File: src/rtl/drv_sup_pkg.sv
package drv_sup_pkg;
   // status word bit positions
   localparam int ST_OC    = 0;
   localparam int ST_OT    = 1;
   localparam int ST_PUMP  = 2;
   localparam int ST_UV    = 3;
   localparam int ST_SLEEP = 4;
   localparam int ST_W     = 5;

   typedef logic [ST_W-1:0] sup_status_t;

   // fixed positions of the non-overcurrent inputs in the sync bundle,
   // placed above the per-bridge overcurrent bits
   localparam int SB_OT    = 0;
   localparam int SB_PUMP  = 1;
   localparam int SB_UV    = 2;
   localparam int SB_SLEEP = 3;
   localparam int SB_MISC  = 4;
endpackage

File: src/rtl/sup_sync.sv
module sup_sync #(
   parameter int                W       = 1,
   parameter int                STAGES  = 2,
   parameter logic [W-1:0]      RST_VAL = '0
) (
   input  logic          clk,
   input  logic          rst_n,
   input  logic [W-1:0]  d_i,
   output logic [W-1:0]  q_o
);
   if (W < 1) begin : g_bad_w
      $error("sup_sync: W must be at least 1");
   end
   if (STAGES < 1) begin : g_bad_stages
      $error("sup_sync: STAGES must be at least 1");
   end

   logic [W-1:0] stg [STAGES];

   for (genvar s = 0; s < STAGES; s++) begin : g_stage
      if (s == 0) begin : g_first
         always_ff @(posedge clk or negedge rst_n) begin
            if (!rst_n) stg[0] <= RST_VAL;
            else        stg[0] <= d_i;
         end
      end else begin : g_next
         always_ff @(posedge clk or negedge rst_n) begin
            if (!rst_n) stg[s] <= RST_VAL;
            else        stg[s] <= stg[s-1];
         end
      end
   end

   assign q_o = stg[STAGES-1];
endmodule

File: src/rtl/sup_oc_latch.sv
module sup_oc_latch #(
   parameter int NUM_BRIDGES = 2,
   parameter int OC_QUAL     = 2
) (
   input  logic                    clk,
   input  logic                    rst_n,
   input  logic                    clear_i,
   input  logic [NUM_BRIDGES-1:0]  oc_s_i,
   output logic                    latched_o
);
   if (OC_QUAL < 1) begin : g_bad_qual
      $error("sup_oc_latch: OC_QUAL must be at least 1");
   end

   logic [NUM_BRIDGES-1:0] hit;

   for (genvar b = 0; b < NUM_BRIDGES; b++) begin : g_bridge
      if (OC_QUAL == 1) begin : g_direct
         assign hit[b] = oc_s_i[b];
      end else begin : g_count
         localparam int QW = $clog2(OC_QUAL);
         localparam logic [QW-1:0] QMAX = QW'(OC_QUAL - 1);
         logic [QW-1:0] run;

         always_ff @(posedge clk or negedge rst_n) begin
            if (!rst_n)            run <= '0;
            else if (clear_i)      run <= '0;
            else if (!oc_s_i[b])   run <= '0;
            else if (run != QMAX)  run <= run + 1'b1;
         end

         assign hit[b] = oc_s_i[b] && (run == QMAX);
      end
   end

   always_ff @(posedge clk or negedge rst_n) begin
      if (!rst_n)       latched_o <= 1'b0;
      else if (clear_i) latched_o <= 1'b0;
      else if (|hit)    latched_o <= 1'b1;
   end
endmodule

File: src/rtl/sup_wake_timer.sv
module sup_wake_timer #(
   parameter int WAKE_CYCLES = 50000
) (
   input  logic clk,
   input  logic rst_n,
   input  logic asleep_i,
   output logic waking_o
);
   if (WAKE_CYCLES < 0) begin : g_bad_wake
      $error("sup_wake_timer: WAKE_CYCLES must not be negative");
   end

   if (WAKE_CYCLES == 0) begin : g_none
      assign waking_o = 1'b0;
   end else begin : g_timer
      localparam int CW = $clog2(WAKE_CYCLES + 1);
      localparam logic [CW-1:0] CMAX = CW'(WAKE_CYCLES);
      logic [CW-1:0] cnt;

      always_ff @(posedge clk or negedge rst_n) begin
         if (!rst_n)           cnt <= '0;
         else if (asleep_i)    cnt <= '0;
         else if (cnt != CMAX) cnt <= cnt + 1'b1;
      end

      assign waking_o = !asleep_i && (cnt != CMAX);
   end
endmodule

File: src/rtl/drv_fault_supervisor.sv
module drv_fault_supervisor #(
   parameter int NUM_BRIDGES = 2,
   parameter int SYNC_STAGES = 2,
   parameter int OC_QUAL     = 2,
   parameter int CLK_KHZ     = 50000,
   parameter int WAKE_US     = 1000
) (
   input  logic                    clk,
   input  logic                    rst_n,
   input  logic                    sleep_n_i,
   input  logic [NUM_BRIDGES-1:0]  oc_det_i,
   input  logic                    ot_flag_i,
   input  logic                    cp_low_i,
   input  logic                    uv_flag_i,
   output logic                    out_disable_o,
   output logic                    pump_en_o,
   output logic                    oc_latched_o,
   output logic [4:0]              status_o
);
   import drv_sup_pkg::*;

   localparam int WAKE_CYCLES = (CLK_KHZ * WAKE_US) / 1000;
   localparam int BW          = NUM_BRIDGES + SB_MISC;
   // reset values: undervoltage asserted and sleep requested so the
   // drivers come out of power-on reset locked off
   localparam logic [BW-1:0] SYNC_RST =
      BW'((1 << (NUM_BRIDGES + SB_UV)));

   if (NUM_BRIDGES < 1) begin : g_bad_nb
      $error("drv_fault_supervisor: NUM_BRIDGES must be at least 1");
   end
   if (CLK_KHZ < 1 || WAKE_US < 0) begin : g_bad_time
      $error("drv_fault_supervisor: bad clock or wake-up time");
   end

   logic [BW-1:0]          raw_bus;
   logic [BW-1:0]          sync_bus;
   logic [NUM_BRIDGES-1:0] oc_s;
   logic                   ot_s;
   logic                   pump_low_s;
   logic                   uv_s;
   logic                   asleep;
   logic                   waking;
   logic                   oc_lat;
   sup_status_t            status;

   assign raw_bus = {sleep_n_i, uv_flag_i, cp_low_i, ot_flag_i, oc_det_i};

   sup_sync #(
      .W       (BW),
      .STAGES  (SYNC_STAGES),
      .RST_VAL (SYNC_RST)
   ) u_sync (
      .clk   (clk),
      .rst_n (rst_n),
      .d_i   (raw_bus),
      .q_o   (sync_bus)
   );

   assign oc_s       = sync_bus[NUM_BRIDGES-1:0];
   assign ot_s       = sync_bus[NUM_BRIDGES + SB_OT];
   assign pump_low_s = sync_bus[NUM_BRIDGES + SB_PUMP];
   assign uv_s       = sync_bus[NUM_BRIDGES + SB_UV];
   assign asleep     = !sync_bus[NUM_BRIDGES + SB_SLEEP];

   sup_oc_latch #(
      .NUM_BRIDGES (NUM_BRIDGES),
      .OC_QUAL     (OC_QUAL)
   ) u_oc (
      .clk       (clk),
      .rst_n     (rst_n),
      .clear_i   (asleep),
      .oc_s_i    (oc_s),
      .latched_o (oc_lat)
   );

   sup_wake_timer #(
      .WAKE_CYCLES (WAKE_CYCLES)
   ) u_wake (
      .clk      (clk),
      .rst_n    (rst_n),
      .asleep_i (asleep),
      .waking_o (waking)
   );

   always_comb begin
      status           = '0;
      status[ST_OC]    = oc_lat;
      status[ST_OT]    = ot_s;
      status[ST_PUMP]  = pump_low_s;
      status[ST_UV]    = uv_s;
      status[ST_SLEEP] = asleep;
   end

   assign status_o      = status;
   assign oc_latched_o  = oc_lat;
   assign pump_en_o     = !asleep;
   assign out_disable_o = (|status) | waking;
endmodule

File: config.mk
export PLATFORM = sky130hd
export DESIGN_NAME = drv_fault_supervisor
export DESIGN_NICKNAME = d
export VERILOG_FILES = /design/src/rtl/drv_sup_pkg.sv /design/src/rtl/sup_sync.sv /design/src/rtl/sup_oc_latch.sv /design/src/rtl/sup_wake_timer.sv /design/src/rtl/drv_fault_supervisor.sv
export SDC_FILE = /design/constraint.sdc
export NUM_CORES = 1
export LEC_CHECK = 0
export CAP_MARGIN = 25
export CORE_ASPECT_RATIO = 1.4
export CORE_MARGIN = 5
export CORE_UTILIZATION = 53
export DETAILED_ROUTE_END_ITERATION = 6
export PLACE_DENSITY = 0.82
export SLEW_MARGIN = 20
export SYNTH_ARGS = -nofsm -noshare
export SYNTH_HDL_FRONTEND = slang
export SYNTH_SLANG_ARGS = --single-unit
export TNS_END_PERCENT = 20
File: constraint.sdc
create_clock -name clk -period 2.1 [get_ports clk]
set_input_delay 0.21 -clock clk [delete_from_list [all_inputs] [get_ports clk]]
set_output_delay 0.21 -clock clk [all_outputs]
set_load 0.005 [all_outputs]
==> impl_metrics.env <==
export IMPL_status="finished, final reports clean"
export IMPL_placed_area_um2=1520
export IMPL_synth_top_area_share_pct=55.5
export IMPL_initial_utilization_pct=54.7
export IMPL_grt_setup_unrepaired="false"
export IMPL_grt_max_degree=32
export IMPL_drv_cap=0
export IMPL_antenna_left=0
export IMPL_area_growth_pct=22.2
export IMPL_slew_headroom_pct=73.1
export IMPL_path_buf_inv=1
export IMPL_fin_tns_setup_ps=0
export IMPL_slowest_delay_ps=540
export IMPL_fin_crit_ps=1950
export IMPL_drt_iter0_drc=24
export IMPL_synthArstFlopShare_pct=100
export IMPL_synth_edff_count=0
export IMPL_critPathMaxFanout=2
export IMPL_drt_first_pass_iters=4
export IMPL_worst_slew_pin_slew_ps=404
export IMPL_synth_ff_type="dfrtp_1"
export IMPL_viasPerCell=5.45
export IMPL_final_setup_viol_count=0
export IMPL_power_density_nw_per_um2=684
export IMPL_yosysTopAreaCell="dfrtp_1"
export IMPL_power_mw=1.09
export IMPL_antenna_found_initial=0
export IMPL_cp_cell_sequence="or4b_4 > nor4_4 > nand3_1 > clkbuf_2"
export IMPL_place_gp_congestion=0.799
export IMPL_cpMaxStageDelayCell="or4b_4"
export IMPL_regToRegEndpoint="u_wake.g_timer.cnt[0]$_DFFE_PN0P_"
export IMPL_syn_area_per_cell_um2=11.7
export IMPL_fin_skew_ps=13.4
export IMPL_die_area_um2=3570
export IMPL_track_usage_pct=19.9
export IMPL_worstSetupEndpointType="output port"
export IMPL_synth_nets=122
export IMPL_port_buffers=15
export IMPL_crit_required_ps=1890
export IMPL_ys_ff_latch=31
export IMPL_hold_viol_final=0
export IMPL_final_area_um2=1600
export IMPL_drive_gt1_share_pct=18.0
export IMPL_avgRoutedWirePerCell_um=16.4
export IMPL_rows=21
export IMPL_synth_cells=112
export IMPL_fmax_ghz=0.512
export IMPL_clk_pin_slew_ps=100
export IMPL_remaining_drc_errors=0
export IMPL_dpl_hpwl_um=1930
export IMPL_holdWs_ps=262
export IMPL_die_h_um=68.8
export IMPL_worst_r2r_cell_count=6
export IMPL_htreeDepth=2
export IMPL_grt_pass1_vias=1063
export IMPL_overflow=0
export IMPL_final_max_slew_viol_count=0
export IMPL_fin_cells=173
export IMPL_yosys_warnings=0
export IMPL_yosys_cell_types_count=31
export IMPL_insertion_delay_ps=330
export IMPL_yosysMostFrequentCell="dfrtp_1"
export IMPL_antenna_diode_count=0
export IMPL_cts_tree="built"
export IMPL_cp_top_family="simple AND/OR/NAND/NOR gates"
export IMPL_worstSetupStartpointType="flop"
export IMPL_fin_crit_sh_pct=93.0
export IMPL_dpl_cell_count=164
export IMPL_grt_first_pass_wirelength_um=4910
export IMPL_ios=16
export IMPL_cts_buffers=5
export IMPL_core_um2=2390
export IMPL_arrival_ps=1740
export IMPL_synthesis_area_um2=1310
export IMPL_ys_top_cells_by_area="dfrtp_1 (56%), xnor2_1 (4.7%), dfstp_2 (4.0%), nor2_1 (3.7%), buf_4 (2.9%)"
export IMPL_wirelength_um=2830
export IMPL_nets=148
export IMPL_r2r_setup_slack_ps=390
export IMPL_critPathKind="reg2out"
export IMPL_crit_cells=4
export IMPL_clock_sinks=31
export IMPL_cts_root_buf="clkbuf_4"
export IMPL_seq_area_frac_synth_pct=59.5
export IMPL_vias=943
export IMPL_reg2reg_from="u_wake.g_timer.cnt[11]$_DFFE_PN0P_"
export IMPL_ir_worst_vdd_v=0.000576
export IMPL_p_leak_nw=0.693
export IMPL_min_path_type="in2async"
export IMPL_synth_top_cells_by_count="dfrtp_1 (29), nor2_1 (13), xnor2_1 (7), nand2_1 (6), nand3_1 (6)"
export IMPL_cts_buffer_depth=2
export IMPL_die_w_um=52.0
-- per-stage QoR --
| step | setup WS, ps | utilization (%) |
|---|---|---|
| 3_3_place_gp | 100 | 63.7 |
| 2_1_floorplan | 454 | - |
| 5_1_grt | 50.8 | 66.8 |
| 3_5_place_dp | 107 | 63.7 |
| 4_1_cts | 23.5 | 67.0 |
| 6_report | 148 | 66.8 |
-- registers in the layout (all words and copies together) (netlist names) --
signal / count
u_sync.q_o: 6
u_oc.latched_o: 1
u_sync.stg: 6
u_wake.g_timer.cnt: 16
u_oc.g_bridge.g_count.run: 2
-- kinds of logic (layout without fill, tap and decap cells) --
logic type	count (synthesis)	count (layout)	synth area share, %
AND/OR/NAND/NOR	49	49	21.9
AO/OA/AOI/OAI	7	7	3.35
adder cells (fa/ha/maj)	2	2	1.91
XOR/XNOR	11	11	7.37
buffers and inverters	11	38	5.17
flip-flops	31	31	59.5
multiplexers	1	1	0.766
-- power by group --
part,internal (mW),total [mW],switching [mW]
clock,0.197,0.390,0.193
sequential,0.618,0.635,0.0171
combinational,0.0370,0.0692,0.0322
-- what timing repair did --
action,CTS,global route
setup buffers,1,0
pin swaps,1,1
gates resized for setup,3,2
hold buffers,0,0
endpoints found under the setup margin,1,1
hold endpoints to repair,0,0
-- routing by layer --
layer  up-vias  track usage (%)  share of wire (%)
met4         0             17.7                5.2
li1        434                -                  -
met1       466             21.1                 41
met5         -                0                  0
met3        12             5.59                4.2
met2        31             31.9                 50
-- placed cells by master (no fill, tap or decap), drive strengths merged, types with 3 or more instances in the layout --
cell type	instances
inv	4
xor2	4
dfrtp	29
nor3	3
nor4	3
clkdlybuf4s50	14
xnor2	7
clkbuf	9
nor2	13
nand2	6
buf	11
nand3	6
nand4	5
-- area by class of cell --
class | instances | area [um^2]
fillers | 177 | 793
flip-flops and latches | 31 | 778
multi-input cells | 70 | 465
repair buffers | 26 | 228
clock buffers | 8 | 68.8
well taps | 34 | 42.5
inverters | 4 | 15.0
-- worst max path at each step --
stage / slack, ps / from / to
detailed placement: 110 / u_wake.g_timer.cnt[11]$_DFFE_PN0P_ / out_disable_o
floorplan: 450 / u_wake.g_timer.cnt[11]$_DFFE_PN0P_ / out_disable_o
CTS: 20 / u_wake.g_timer.cnt[5]$_DFFE_PN0P_ / out_disable_o
global placement: 100 / u_wake.g_timer.cnt[11]$_DFFE_PN0P_ / out_disable_o
finish: 150 / u_wake.g_timer.cnt[11]$_DFFE_PN0P_ / out_disable_o
global route: 50 / u_wake.g_timer.cnt[11]$_DFFE_PN0P_ / out_disable_o
Power figures use the tool's default switching activity.
